==> src/rtl/phy_led_pkg.sv <==
package phy_led_pkg;
  // Strobes from the control to the timer datapath, valid for one clock cycle
  typedef struct packed {
    logic txKick;
    logic rxKick;
    logic colKick;
    logic flashKick;
  } ledStrobes_t;

  localparam int NUM_STRETCH = 3;
  localparam int IDX_TX  = 0;
  localparam int IDX_RX  = 1;
  localparam int IDX_COL = 2;
endpackage

==> src/rtl/phy_led_timers.sv <==
module phy_led_timers
  import phy_led_pkg::*;
#(
  parameter int STRETCH_CYCLES = 1250000,
  parameter int FLASH_CYCLES   = 1250000
) (
  input  logic        clk,
  input  logic        rstN,
  input  ledStrobes_t strobes,
  output logic [NUM_STRETCH-1:0] stretchOn,
  output logic        flashDark,
  output logic        flashIdle
);
  localparam int SW = $clog2(STRETCH_CYCLES + 1);
  localparam int FW = $clog2(2 * FLASH_CYCLES + 1);
  localparam logic [SW-1:0] STRETCH_LOAD = SW'(STRETCH_CYCLES);
  localparam logic [FW-1:0] FLASH_LOAD   = FW'(2 * FLASH_CYCLES);
  localparam logic [FW-1:0] FLASH_HALF   = FW'(FLASH_CYCLES);

  logic [NUM_STRETCH-1:0] kickVec;
  assign kickVec[IDX_TX]  = strobes.txKick;
  assign kickVec[IDX_RX]  = strobes.rxKick;
  assign kickVec[IDX_COL] = strobes.colKick;

  genvar g;
  generate
    for (g = 0; g < NUM_STRETCH; g++) begin : gStretch
      logic [SW-1:0] remain;
      always_ff @(posedge clk or negedge rstN) begin
        if (!rstN)             remain <= '0;
        else if (kickVec[g])   remain <= STRETCH_LOAD;
        else if (remain != '0) remain <= remain - 1'b1;
      end
      assign stretchOn[g] = (remain != '0);
    end
  endgenerate

  logic [FW-1:0] flashCnt;
  always_ff @(posedge clk or negedge rstN) begin
    if (!rstN)                  flashCnt <= '0;
    else if (strobes.flashKick) flashCnt <= FLASH_LOAD;
    else if (flashCnt != '0)    flashCnt <= flashCnt - 1'b1;
  end

  assign flashIdle = (flashCnt == '0);
  assign flashDark = (flashCnt > FLASH_HALF);
endmodule

==> src/rtl/phy_led_ctrl_unit.sv <==
module phy_led_ctrl_unit
  import phy_led_pkg::*;
(
  input  logic        txAct,
  input  logic        rxAct,
  input  logic        colAct,
  input  logic        linkGood,
  input  logic        fullDuplex,
  input  logic        polInverted,
  input  logic        trafficMode,
  input  logic        polLedMode,
  input  logic [NUM_STRETCH-1:0] stretchOn,
  input  logic        flashDark,
  input  logic        flashIdle,
  output ledStrobes_t strobes,
  output logic        txLedN,
  output logic        rxLedN,
  output logic        colLedN,
  output logic        linkLedN,
  output logic        fdxLedN
);
  logic anyTraffic;
  assign anyTraffic = txAct | rxAct;

  always_comb begin
    strobes.txKick    = txAct;
    strobes.rxKick    = rxAct;
    strobes.colKick   = colAct & ~fullDuplex;
    strobes.flashKick = trafficMode & linkGood & anyTraffic & flashIdle;
  end

  logic linkLit;
  always_comb begin
    if (trafficMode) linkLit = linkGood & ~flashDark;
    else             linkLit = linkGood;
  end

  assign txLedN   = ~stretchOn[IDX_TX];
  assign rxLedN   = ~stretchOn[IDX_RX];
  assign colLedN  = ~(stretchOn[IDX_COL] & ~fullDuplex);
  assign linkLedN = ~linkLit;
  assign fdxLedN  = polLedMode ? ~polInverted : ~fullDuplex;
endmodule

==> src/rtl/phy_led_ctrl.sv <==
module phy_led_ctrl
  import phy_led_pkg::*;
#(
  parameter int STRETCH_CYCLES = 1250000,
  parameter int FLASH_CYCLES   = 1250000
) (
  input  logic clk,
  input  logic rstN,
  input  logic txAct,
  input  logic rxAct,
  input  logic colAct,
  input  logic linkGood,
  input  logic fullDuplex,
  input  logic polInverted,
  input  logic trafficMode,
  input  logic polLedMode,
  output logic txLedN,
  output logic rxLedN,
  output logic colLedN,
  output logic linkLedN,
  output logic fdxLedN
);
  ledStrobes_t strobes;
  logic [NUM_STRETCH-1:0] stretchOn;
  logic flashDark;
  logic flashIdle;

  phy_led_ctrl_unit ctrl_i (
    .txAct(txAct), .rxAct(rxAct), .colAct(colAct), .linkGood(linkGood),
    .fullDuplex(fullDuplex), .polInverted(polInverted),
    .trafficMode(trafficMode), .polLedMode(polLedMode),
    .stretchOn(stretchOn), .flashDark(flashDark), .flashIdle(flashIdle),
    .strobes(strobes), .txLedN(txLedN), .rxLedN(rxLedN), .colLedN(colLedN),
    .linkLedN(linkLedN), .fdxLedN(fdxLedN)
  );

  phy_led_timers #(
    .STRETCH_CYCLES(STRETCH_CYCLES), .FLASH_CYCLES(FLASH_CYCLES)
  ) timers_i (
    .clk(clk), .rstN(rstN), .strobes(strobes), .stretchOn(stretchOn),
    .flashDark(flashDark), .flashIdle(flashIdle)
  );
endmodule

==> config.mk <==
export PLATFORM = sky130hd
export DESIGN_NAME = phy_led_ctrl
export DESIGN_NICKNAME = d
export VERILOG_FILES = /design/src/rtl/phy_led_pkg.sv /design/src/rtl/phy_led_timers.sv /design/src/rtl/phy_led_ctrl_unit.sv /design/src/rtl/phy_led_ctrl.sv
export SDC_FILE = /design/constraint.sdc
export NUM_CORES = 1
export LEC_CHECK = 0
export BUFFER_PORTS_ARGS = -buffer_cell sky130_fd_sc_hd__buf_2
export CAP_MARGIN = 25
export CORE_UTILIZATION = 30
export DETAILED_ROUTE_END_ITERATION = 10
export PLACE_DENSITY = 0.48
export SLEW_MARGIN = 20
export SYNTH_ARGS = -nofsm -noshare
export SYNTH_HDL_FRONTEND = slang
export SYNTH_HIERARCHICAL = 1
export SYNTH_SLANG_ARGS = --single-unit
==> constraint.sdc <==
create_clock -name clk -period 2.2 [get_ports clk]
set_clock_uncertainty 0.2 [all_clocks]
set_input_delay 0.33 -clock clk [delete_from_list [all_inputs] [get_ports clk]]
set_output_delay 0.33 -clock clk [all_outputs]
set_load 0.02 [all_outputs]
* Yosys cells after proc, flatten, opt, wreduce, memory -nomap -nowiden
Index checks and enable logic that the tools add are counted.
** Cells by class
- $add $sub $neg :: 4
- Magnitude comparators :: 1
- Mux-type cells :: 10
- Bitwise logic cells :: 14
- Reduce and logical (&&, ||, !) cells :: 9
** Operators with widths (count)
- two-way mux 21 bit :: 6
- nonzero test 21 bit :: 3
- subtractor 21 x 1 -> 21 bit, second input constant :: 3
- two-way mux 22 bit :: 2
- greater-than comparator 22 x 21 -> 1 bit, second input constant :: 1
- logical NOT 22 bit :: 1
- nonzero test 22 bit :: 1
- subtractor 22 x 1 -> 22 bit, second input constant :: 1
- nonzero test 2 bit :: 4
- inverter 1 bit :: 7
- AND 1 bit :: 6
- two-way mux 1 bit :: 2
- bitwise OR 1 bit :: 1
** Storage, ports and cells
- Bits in registers :: 85
- Logic and storage cells :: 42

* Depth between registers and ports, before layout
Gate-level depths: netlist (run 1).
- Word-level depth :: 5
- Mapped depth :: 9
- Gate-level depth less buffers :: 8

* Hierarchy
Netlist (run 1), hierarchy kept.
** Modules (own cells, without submodules)
- phy_led_timers :: times used 1, cells each 491, area each 4705.8 sq um, seq. area each 2127.0 sq um
- phy_led_ctrl_unit :: times used 1, cells each 9, area each 66.3 sq um, seq. area each 0.0 sq um

* Least setup slack after synthesis (run 1)
No wires, ideal clock.
- Kind :: reg2reg
- Start :: register timers_i.flashCnt[0]
- End :: register timers_i.flashCnt[13]
- Arrival :: 2080 ps
- Required time :: 1869 ps
- Path slack :: -211 ps
- Cell stages (with the launch flop) :: 8
- Clock period less this slack :: 2411 ps
- Path through :: dfrtp_1 inv_1 ha_1 or3b_1 or4_4 nor2_4 nor4_1 or3_1
** On the way
- Word-level cells in the longest chain between the ends :: 3
** Ends and longest elaborated chain
- from (decl) :: line phy_led_timers.sv:38 : logic [FW-1:0] flashCnt;
- from (signal assigned) :: line phy_led_timers.sv:42 : else if (flashCnt != '0) flashCnt <= flashCnt - 1'b1;
- subtractor 22 x 1 -> 22 bit or logical NOT 22 bit (tied branches) :: line phy_led_timers.sv:42, phy_led_timers.sv:45
- two-way mux 22 bit or AND 1 bit (tied branches) :: line phy_led_timers.sv:42, phy_led_ctrl_unit.sv:29
- two-way mux 22 bit or nonzero test 2 bit (tied branches)
Parallel ways exist; a longest one is shown, timed or not. The select of a mux whose other input is x is not followed.
A chain may end at the register's enable or synchronous reset.

* Worst setup path after layout (run 1)
- Start :: register timers_i.flashCnt[1]
- End :: output linkLedN
** On the way
- Word-level cells in the longest chain between the ends :: 5
** Ends and longest elaborated chain
- greater-than comparator 22 x 21 -> 1 bit :: line phy_led_timers.sv:46 : assign flashDark = (flashCnt > FLASH_HALF);
- via flashDark :: line phy_led_ctrl.sv:25 : logic flashDark;
- inverter 1 bit :: line phy_led_ctrl_unit.sv:34 : if (trafficMode) linkLit = linkGood & ~flashDark;
- AND 1 bit :: line phy_led_ctrl_unit.sv:34
- two-way mux 1 bit :: line phy_led_ctrl_unit.sv:34
- inverter 1 bit :: line phy_led_ctrl_unit.sv:41 : assign linkLedN = ~linkLit;
- to (decl) :: line phy_led_ctrl.sv:20 : output logic linkLedN,
The timed path passes the listed nets, and every way through them passes these cells.

==> results of run 1 <==
## final cells by class
cell class / count / area, um^2
clock buffers: 10 / 239
clock inverters: 6 / 86.3
fillers: 1446 / 8300
inverters: 18 / 70.1
multi-input cells: 386 / 3010
flip-flops and latches: 85 / 2130
well taps: 211 / 264
repair buffers: 156 / 1270
## power by group
part | switching, mW | leakage (nW) | internal (mW) | total [mW]
Clock | 0.648 | 0.158 | 1.02 | 1.67
Sequential | 0.0807 | 0.963 | 1.65 | 1.73
Combinational | 0.295 | 1.73 | 0.285 | 0.580
## cell usage after synthesis, types with 2 or more instances
master     count
buf_4          2
inv_1         18
or4_1          8
mux2_2         2
a211oi_1       5
nor4b_1        3
or3_1         11
nand3_1       18
nor2_1        68
dfrtp_1       85
or2_2          2
nand3b_1       5
nand2_1       29
nand4_1       11
nand4b_1       4
a31oi_1        3
o21ai_1        7
nor4_1        18
or4_4          5
a21oi_1       14
nor4_2         3
o211ai_1       5
ha_1           8
nor3_1        21
and4b_1        2
nand2b_1       9
xnor2_1       18
o31ai_1        5
mux2i_1        2
xor2_1        35
a21o_1         2
nor3b_1        6
o21ai_0       14
a2111oi_0      4
nor4b_4        2
o21bai_1       2
clkbuf_1       8
nor2b_1        9
o31a_1         2
and3_1         3
## sequential cells by signal, indices dropped and copies added, names as in the netlist
register                  flops
timers_i/flashCnt            22
timers_i/gStretch.remain     63
## final timing paths
check / from / slack [ns] / end
hold / removal: rstN / 0.14 / timers_i/gStretch[1].remain[9]
max in group asynchronous: rstN / 1.11 / timers_i/gStretch[2].remain[10]
min in group clk: txAct / 0.21 / timers_i/gStretch[0].remain[15]
setup reg to reg: timers_i/flashCnt[1] / -0.48 / timers_i/flashCnt[13]
setup / recovery: timers_i/flashCnt[1] / -0.56 / linkLedN
hold reg to reg: timers_i/gStretch[0].remain[20] / 0.33 / timers_i/gStretch[0].remain[20]
## stage by stage
step                cell area (um^2)  worst slack (ns)  power (mW)   util  TNS (ns)
finish                          7070            -0.559        3.98  0.460    -10.23
global route                    7070            -0.652        4.18  0.460    -13.52
CTS                             6850            -0.558        4.02  0.445    -10.12
global placement                6010            -0.220        2.29  0.391     -2.97
detailed placement              6010            -0.332        2.30  0.391     -5.80
floorplan                       4840           -0.0920        2.06      -    -0.887
## kinds of logic (layout without fill, tap and decap cells)
group,Yosys count,after routing,share of synthesized area
simple gates,249,249,0.302
flops,85,85,0.446
mux,6,6,0.0144
buf+inv,29,190,0.0246
compound gates,70,70,0.0954
fa+ha+maj,8,8,0.0210
xor+xnor,53,53,0.0973
## routing by layer
metal	up-vias	wire length, um
met5	-	0
met4	0	207
met3	13	280
met2	49	6040
met1	2071	5550
li1	2118	-
## layout by cell type, fill, tap and decap left out, types with 7 or more instances in the layout
master,instances
buf_2,9
clkbuf_16,9
nor2_1,63
nand3_1,12
nor2b_1,9
o21ai_0,9
xnor2_1,17
or3_1,7
or4_4,9
xor2_1,35
nand2b_1,7
nand4_1,11
a21oi_1,9
dfrtp_1,85
buf_4,121
nand2_1,29
nor4_1,10
nor3_1,15
buf_6,22
inv_1,13
## worst register-to-register path, cell delays in order, from the launching register on
cell	delay [ns]
dfrtp_1	0.39
inv_2	0.09
ha_4	0.12
or3b_4	0.40
buf_4	0.15
buf_6	0.10
or4_4	0.54
nor2_4	0.18
nor4_1	0.08
or3_1	0.31
## what timing repair did
| action | in CTS | in global routing |
|---|---|---|
| hold endpoints to repair | 85 | 0 |
| resized for setup | 63 | 59 |
| setup endpoints to repair | 35 | 71 |
| setup buffers | 28 | 9 |
| pin swaps | 31 | 40 |
| hold buffers | 1 | 0 |
==> results.cfg, run 1 <==
[routing]
avgViaCountPerCell = 4.88
ant_nets = 0
drc = 0
first_pass_iters = 4
vias = 4251
avgRoutedWirePerCell_um = 13.8
drt_iter0_markers = 125
drt-total-wl_mm = 12.1

[setup_path]
cp.depth = 8
cp_max_fo = 2
cp_slowest_cell = or3b_4
cp_slowest_stage_delay_ns = 0.40
worstPathRequired_ns = 1.67
cp.arrival_ns = 2.23
end_kind = output port
crit_chain = inv_2 -> ha_4 -> or3b_4 -> nor4_4 -> nand4_1 -> a221o_1 -> a21bo_2 -> buf_6
critPathBufInv = 2
cp-start-kind = flip-flop
crit_family = simple AND/OR/NAND/NOR gates
rr_worst_depth = 9
path_class = flip-flop to output port

[timing]
max_slew_margin = 0.704
fin_crit_ns = 2.76
period_share = 1.25
finalSetupViolations = 38
hold_violations = 0
rsz0062_at_grt = true
slew_viol_final = 0
hold_slack_ns = 0.141
setup_ws_ns = -0.559
max_clock_freq_ghz = 0.362
worst_pin_slew_ns = 0.444

[grt]
antenna_found_initial = 0
grtUsageMet1 = 0.199
grt_pass1_vias = 4415
grtUsageMet2 = 0.273
grt_start_max_net_pins = 54
gr-max-usage-layer = met2
grt_overflow = 0
grt_usage = 0.159
grt_pass1_wl_mm = 20.7
use_met3 = 0.0267

[yosys]
yosysTopAreaCellShare = 0.446
synthCells = 500
syn_area_um2 = 4770
synth_edf_count = 0
synth_seq_cells = 85
yosysSeqAreaShare = 0.446
synth_flop_cell = dfrtp_1
yosys_warnings = 6
synth_area_per_cell_um2 = 9.54
syn_nets = 518
synth_cell_type_count = 62
synth_area_leaders = dfrtp_1 45%, xor2_1 6.4%, nor2_1 5.3%
yosys.area.top_type = dfrtp_1
synthArstFlopShare = 1.00

[placement]
dp_cells = 830
place_hpwl_mm = 8.08
gp_congestion = 0.813
port_buffers = 14

[layout]
diodes = 0
instances_no_fill = 872
layout.nets = 674
syn_to_final_growth_pct = 48.2
final_layout_size_suffix_gt1_frac = 0.402

[hold_path]
hold_path_class = input pin to async pin

[power_and_ir_drop]
p_leak_nw = 2.85
p_per_area_nw_per_um2 = 563
ir_drop_mv = 0.376

[floorplanning]
ios = 15
die_h_um = 128
core_um2 = 15400
rows = 45
dieArea_um2 = 16400
die-width_um = 128
start_util = 0.310

[cts]
htree_levels = 3
cts.sinks = 85
clk_latency_ns = 0.35
cts_tree = done
path_clk_slew_ns = 0.06
cts_buffers = 9
clockBufferDepth = 2
root_buffer = clkbuf_16

[run]
maxCapViolations = 0

[run_status]
status = finished, violations left
violations = setup timing
Power figures use the tool's default switching activity.
==> run 2, diff against run 1 <==
- SKIP_LAST_GASP: default -> 1
==> run 2 against run 1 <==
Flip-flop and latch count stayed put. Via count is 0.54% lower. Largest cell class unchanged. Critical endpoint unchanged. Critical path type unchanged. Combinational power is 2% lower. Clock-buffer cell count stayed put. Core utilization is 0.35 points lower. Register-to-register slack hardly changed. The flow still finishes with violations (setup timing). Sequential share of layout area is 0.23 points higher.
==> results.cfg, run 2 (synthesis results as in run 1) <==
[run_status]
status = finished, violations left
violations = setup timing

[grt]
grt_pass1_wl_mm = 20.5
grt_overflow = 0
antenna_found_initial = 0
grt_usage = 0.158
grt_start_max_net_pins = 54
grt_pass1_vias = 4422

[timing]
setup_ws_ns = -0.558
period_share = 1.25
finalSetupViolations = 39
hold_violations = 0
rsz0062_at_grt = true
max_clock_freq_ghz = 0.363
worst_pin_slew_ns = 0.424
max_slew_margin = 0.715
fin_crit_ns = 2.76
slew_viol_final = 0
hold_slack_ns = 0.141

[routing]
drt_iter0_markers = 147
drc = 0
first_pass_iters = 4
avgViaCountPerCell = 4.86
vias = 4228
drt-total-wl_mm = 12.0
avgRoutedWirePerCell_um = 13.8
ant_nets = 0

[setup_path]
cp-start-kind = flip-flop
end_kind = output port
cp_slowest_cell = or3b_4
cp_slowest_stage_delay_ns = 0.40
worstPathRequired_ns = 1.67
cp_max_fo = 2
crit_chain = inv_2 -> ha_4 -> or3b_4 -> nor4_4 -> nand4_1 -> a221o_1 -> a21bo_2 -> buf_6
cp.arrival_ns = 2.23
path_class = flip-flop to output port

[placement]
gp_congestion = 0.813
place_hpwl_mm = 8.08
port_buffers = 14
dp_cells = 830

[layout]
largest_register = timers_i/gStretch.remain
syn_to_final_growth_pct = 47.1
reg_top3 = timers_i/gStretch.remain x63, timers_i/flashCnt x22
final_cell_mix = 124 x buf_4, 85 x dfrtp_1, 63 x nor2_1, 35 x xor2_1, 29 x nand2_1
instances_no_fill = 870
largest_register_ffs = 63
layout.nets = 672
final_util = 0.457
diodes = 0
final_layout_size_suffix_gt1_frac = 0.398
final_common_cell = buf_4

[floorplanning]
die-width_um = 128
rows = 45
ios = 15
die_h_um = 128
core_um2 = 15400
dieArea_um2 = 16400
start_util = 0.310

[cts]
htree_levels = 3
clockBufferDepth = 2
root_buffer = clkbuf_16
cts_tree = done
cts_buffers = 9
cts.sinks = 85
path_clk_slew_ns = 0.06
clk_latency_ns = 0.35

[hold_path]
hold_path_class = input pin to async pin

[power_and_ir_drop]
p_leak_nw = 2.83
p_per_area_nw_per_um2 = 565
ir_drop_mv = 0.375

[run]
maxCapViolations = 0
## run 2: changes by cell type in the layout (fill, tap and decap cells not counted), sizes merged
cell | previous run | this run
buf | 155 | 153
## run 2: timing repair
| item | in CTS | in global routing |
|---|---|---|
| gates resized for setup | 50 | 62 |
| endpoints found under the setup margin | 35 | 72 |
| pin swaps | 29 | 45 |
| hold endpoints to repair | 85 | 0 |
| buffers inserted | 28 | 8 |
| hold buffers | 1 | 0 |
## run 2: final timing paths
kind / start / to / slack (ns) / cells after the start
min reg2reg: timers_i/gStretch[0].remain[20] / timers_i/gStretch[0].remain[20] / 0.33 / 1
max in group asynchronous: rstN / timers_i/gStretch[2].remain[18] / 1.10 / 3
max: timers_i/flashCnt[1] / linkLedN / -0.56 / 8
min: rstN / timers_i/gStretch[1].remain[9] / 0.14 / 2
min in group clk: txAct / timers_i/gStretch[0].remain[13] / 0.20 / 2
max reg2reg: timers_i/flashCnt[1] / timers_i/flashCnt[13] / -0.48 / 9
## run 2: layer usage
metal / up-vias / global-route usage / part of all wire
li1: 2121 / - / -
met1: 2057 / 0.196 / 0.47
met2: 37 / 0.271 / 0.49
met3: 13 / 0.0267 / 0.021
met4: 0 / 0.0637 / 0.017
met5: - / 0 / 0
## run 2: where the power goes
| part | switching [mW] | leakage (nW) | total [mW] | internal (mW) |
|---|---|---|---|---|
| logic | 0.291 | 1.71 | 0.566 | 0.275 |
| clock network | 0.644 | 0.158 | 1.67 | 1.02 |
| registers | 0.0807 | 0.963 | 1.73 | 1.65 |
| total | 1.02 | 2.83 | 3.97 | 2.95 |
## run 2: final cells by class
class                           count  area, um^2
Inverter                           18        70.1
Fill cell                        1448        8350
Sequential cell                    85        2130
Tap cell                          211         264
Clock buffer                       10         239
Timing Repair Buffer              154        1240
Clock inverter                      6        86.3
Multi-Input combinational cell    386        2990
## run 2: metrics by stage
step                power (mW)  instance area, um^2  setup TNS [ns]  setup WS (ns)
floorplan                 2.06                 4840          -0.887        -0.0920
global placement          2.29                 6010           -2.97         -0.220
detailed placement        2.30                 6010           -5.80         -0.332
CTS                       4.01                 6790          -10.62         -0.577
global route              4.16                 7020          -13.34         -0.652
finish                    3.97                 7020           -9.94         -0.558
## run 2: worst max-delay path: cells and delay by family, from the launching register on
family / cells / cell delay, ns
compound gates: 2 / 0.50
fa+ha+maj: 1 / 0.12
buf+inv: 2 / 0.21
flops: 1 / 0.39
simple gates: 3 / 0.66
==> run 3, diff against run 2 <==
- BUFFER_PORTS_ARGS: -buffer_cell sky130_fd_sc_hd__buf_2 -> -buffer_cell sky130_fd_sc_hd__clkbuf_2
- PLACE_DENSITY: 0.48 -> 0.52
==> run 3 against run 2 <==
The flow still finishes with violations (setup timing). Fmax decreased by 1.8%. Setup slack worse by 0.051 ns. Worst hold slack improved by 0.017 ns. First-iteration DRC count increased by 18%. Register-to-register slack barely moved. Sequential share of layout area is 0.086 points lower.
==> results.cfg, run 3 (synthesis results as in run 1) <==
[run_status]
status = finished, violations left
violations = setup timing

[cts]
clockBufferDepth = 2
htree_levels = 3
cts_buffers = 9
clk_latency_ns = 0.34
path_clk_slew_ns = 0.06
cts.sinks = 85
root_buffer = clkbuf_16
cts_tree = done

[placement]
port_buffers = 14
gp_congestion = 0.798
dp_slack_ns = -0.338
place_hpwl_mm = 8.07

[layout]
largest_register_ffs = 63
multi_input_area_um2 = 3000
largest_register = timers_i/gStretch.remain
final_layout_size_suffix_gt1_frac = 0.388
final_util = 0.458
final_cell_mix = 122 x buf_4, 85 x dfrtp_1, 64 x nor2_1, 35 x xor2_1, 28 x nand2_1
layout.nets = 676
fillCellCount = 1421
diodes = 0
final_common_cell = buf_4
syn_to_final_growth_pct = 47.5
seq_area_um2 = 2130
reg_top3 = timers_i/gStretch.remain x63, timers_i/flashCnt x22

[timing]
rsz0062_at_grt = true
finalSetupViolations = 33
max_clock_freq_ghz = 0.356
fin_crit_ns = 2.81
worst_pin_slew_ns = 0.418
slew_viol_final = 0
hold_violations = 0
period_share = 1.28
setup_ws_ns = -0.609
max_slew_margin = 0.719

[setup_path]
cp.arrival_ns = 2.28
end_kind = output port
worstPathRequired_ns = 1.67
cp-start-kind = flip-flop
path_class = flip-flop to output port
cp_max_fo = 2
rr_worst_depth = 9

[routing]
avgViaCountPerCell = 4.89
first_pass_iters = 4
drc = 0
drt_iter0_markers = 174
avgRoutedWirePerCell_um = 13.8
vias = 4274
drt-total-wl_mm = 12.1
ant_nets = 0

[grt]
grt_overflow = 0
grt_pass1_wl_mm = 20.6
grt_start_max_net_pins = 55
grt_pass1_vias = 4436
grt_usage = 0.156
antenna_found_initial = 0

[power_and_ir_drop]
p_per_area_nw_per_um2 = 541
p_leak_nw = 2.88
ir_drop_mv = 0.420

[floorplanning]
core_um2 = 15400
die-width_um = 128
start_util = 0.310
rows = 45
die_h_um = 128
dieArea_um2 = 16400
ios = 15

[run]
maxCapViolations = 0

[hold_path]
hold_path_class = input pin to async pin
-- run 3: cell types whose count changed in the layout (fill, tap and decap cells not counted), moves of 3 or more --
cell      previous run  this run
clkbuf_2             0        10
o21ai_2              2         5
nor4_4               5         8
o21ai_4              6         3
buf_8                0         3
nor3_4               1         4
buf_2                9         0
buf_6               17        20
nor3_2               6         1
nor4_2               7         4
-- run 3: layout make-up --
class | instances | area share
clock buffer | 11 | 0.0331
multi-input combinational | 386 | 0.426
clock inverter | 5 | 0.00836
inverter | 18 | 0.00996
timing repair buffer | 158 | 0.183
tap | 211 | 0.0375
sequential | 85 | 0.302
-- run 3: through the flow --
stage,power (mW),instances,setup TNS [ns],hold WS (ns),cell area [um^2]
floorplan,2.06,500,-0.887,-0.166,4840
global placement,2.26,824,-2.79,-0.0370,5960
detailed placement,2.28,824,-4.90,-0.0380,5960
CTS,3.86,862,-8.23,0.154,6700
global route,4.02,874,-12.35,0.170,7040
finish,3.81,874,-9.50,0.158,7040
-- run 3: final timing paths --
| check | slack, ns | startpoint | to |
|---|---|---|---|
| worst max-delay path | -0.61 | timers_i/flashCnt[0] | linkLedN |
| worst max register to register | -0.49 | timers_i/flashCnt[0] | timers_i/flashCnt[13] |
| max in group asynchronous | 1.09 | rstN | timers_i/gStretch[2].remain[17] |
| worst min register to register | 0.34 | timers_i/gStretch[0].remain[20] | timers_i/gStretch[0].remain[20] |
| worst min-delay path | 0.16 | rstN | timers_i/gStretch[1].remain[9] |
| min in group clk | 0.23 | txAct | timers_i/gStretch[0].remain[0] |
-- run 3: critical path, stage by stage (launching register included) --
cell      delay [ns]
dfrtp_1         0.39
inv_2           0.08
ha_4            0.12
or3b_4          0.39
nor4_4          0.16
nand4_1         0.15
a221o_1         0.31
a21bo_2         0.19
clkbuf_2        0.15
-- run 3: power by group --
group | internal (mW) | switching [mW]
clock network | 0.883 | 0.632
logic | 0.266 | 0.289
registers | 1.65 | 0.0859
-- run 3: repair_timing --
item	CTS	global route
hold buffers	1	0
setup endpoints to repair	33	67
resized for setup	58	59
buffers inserted	23	15
pin swaps	34	35
hold endpoints to repair	85	0
-- run 3: metal layers --
metal | up-vias | share of wire | global-route usage
li1 | 2114 | - | -
met1 | 2094 | 0.45 | 0.194
met2 | 51 | 0.51 | 0.262
met3 | 15 | 0.022 | 0.0296
met4 | 0 | 0.017 | 0.0734
met5 | - | 0 | 0
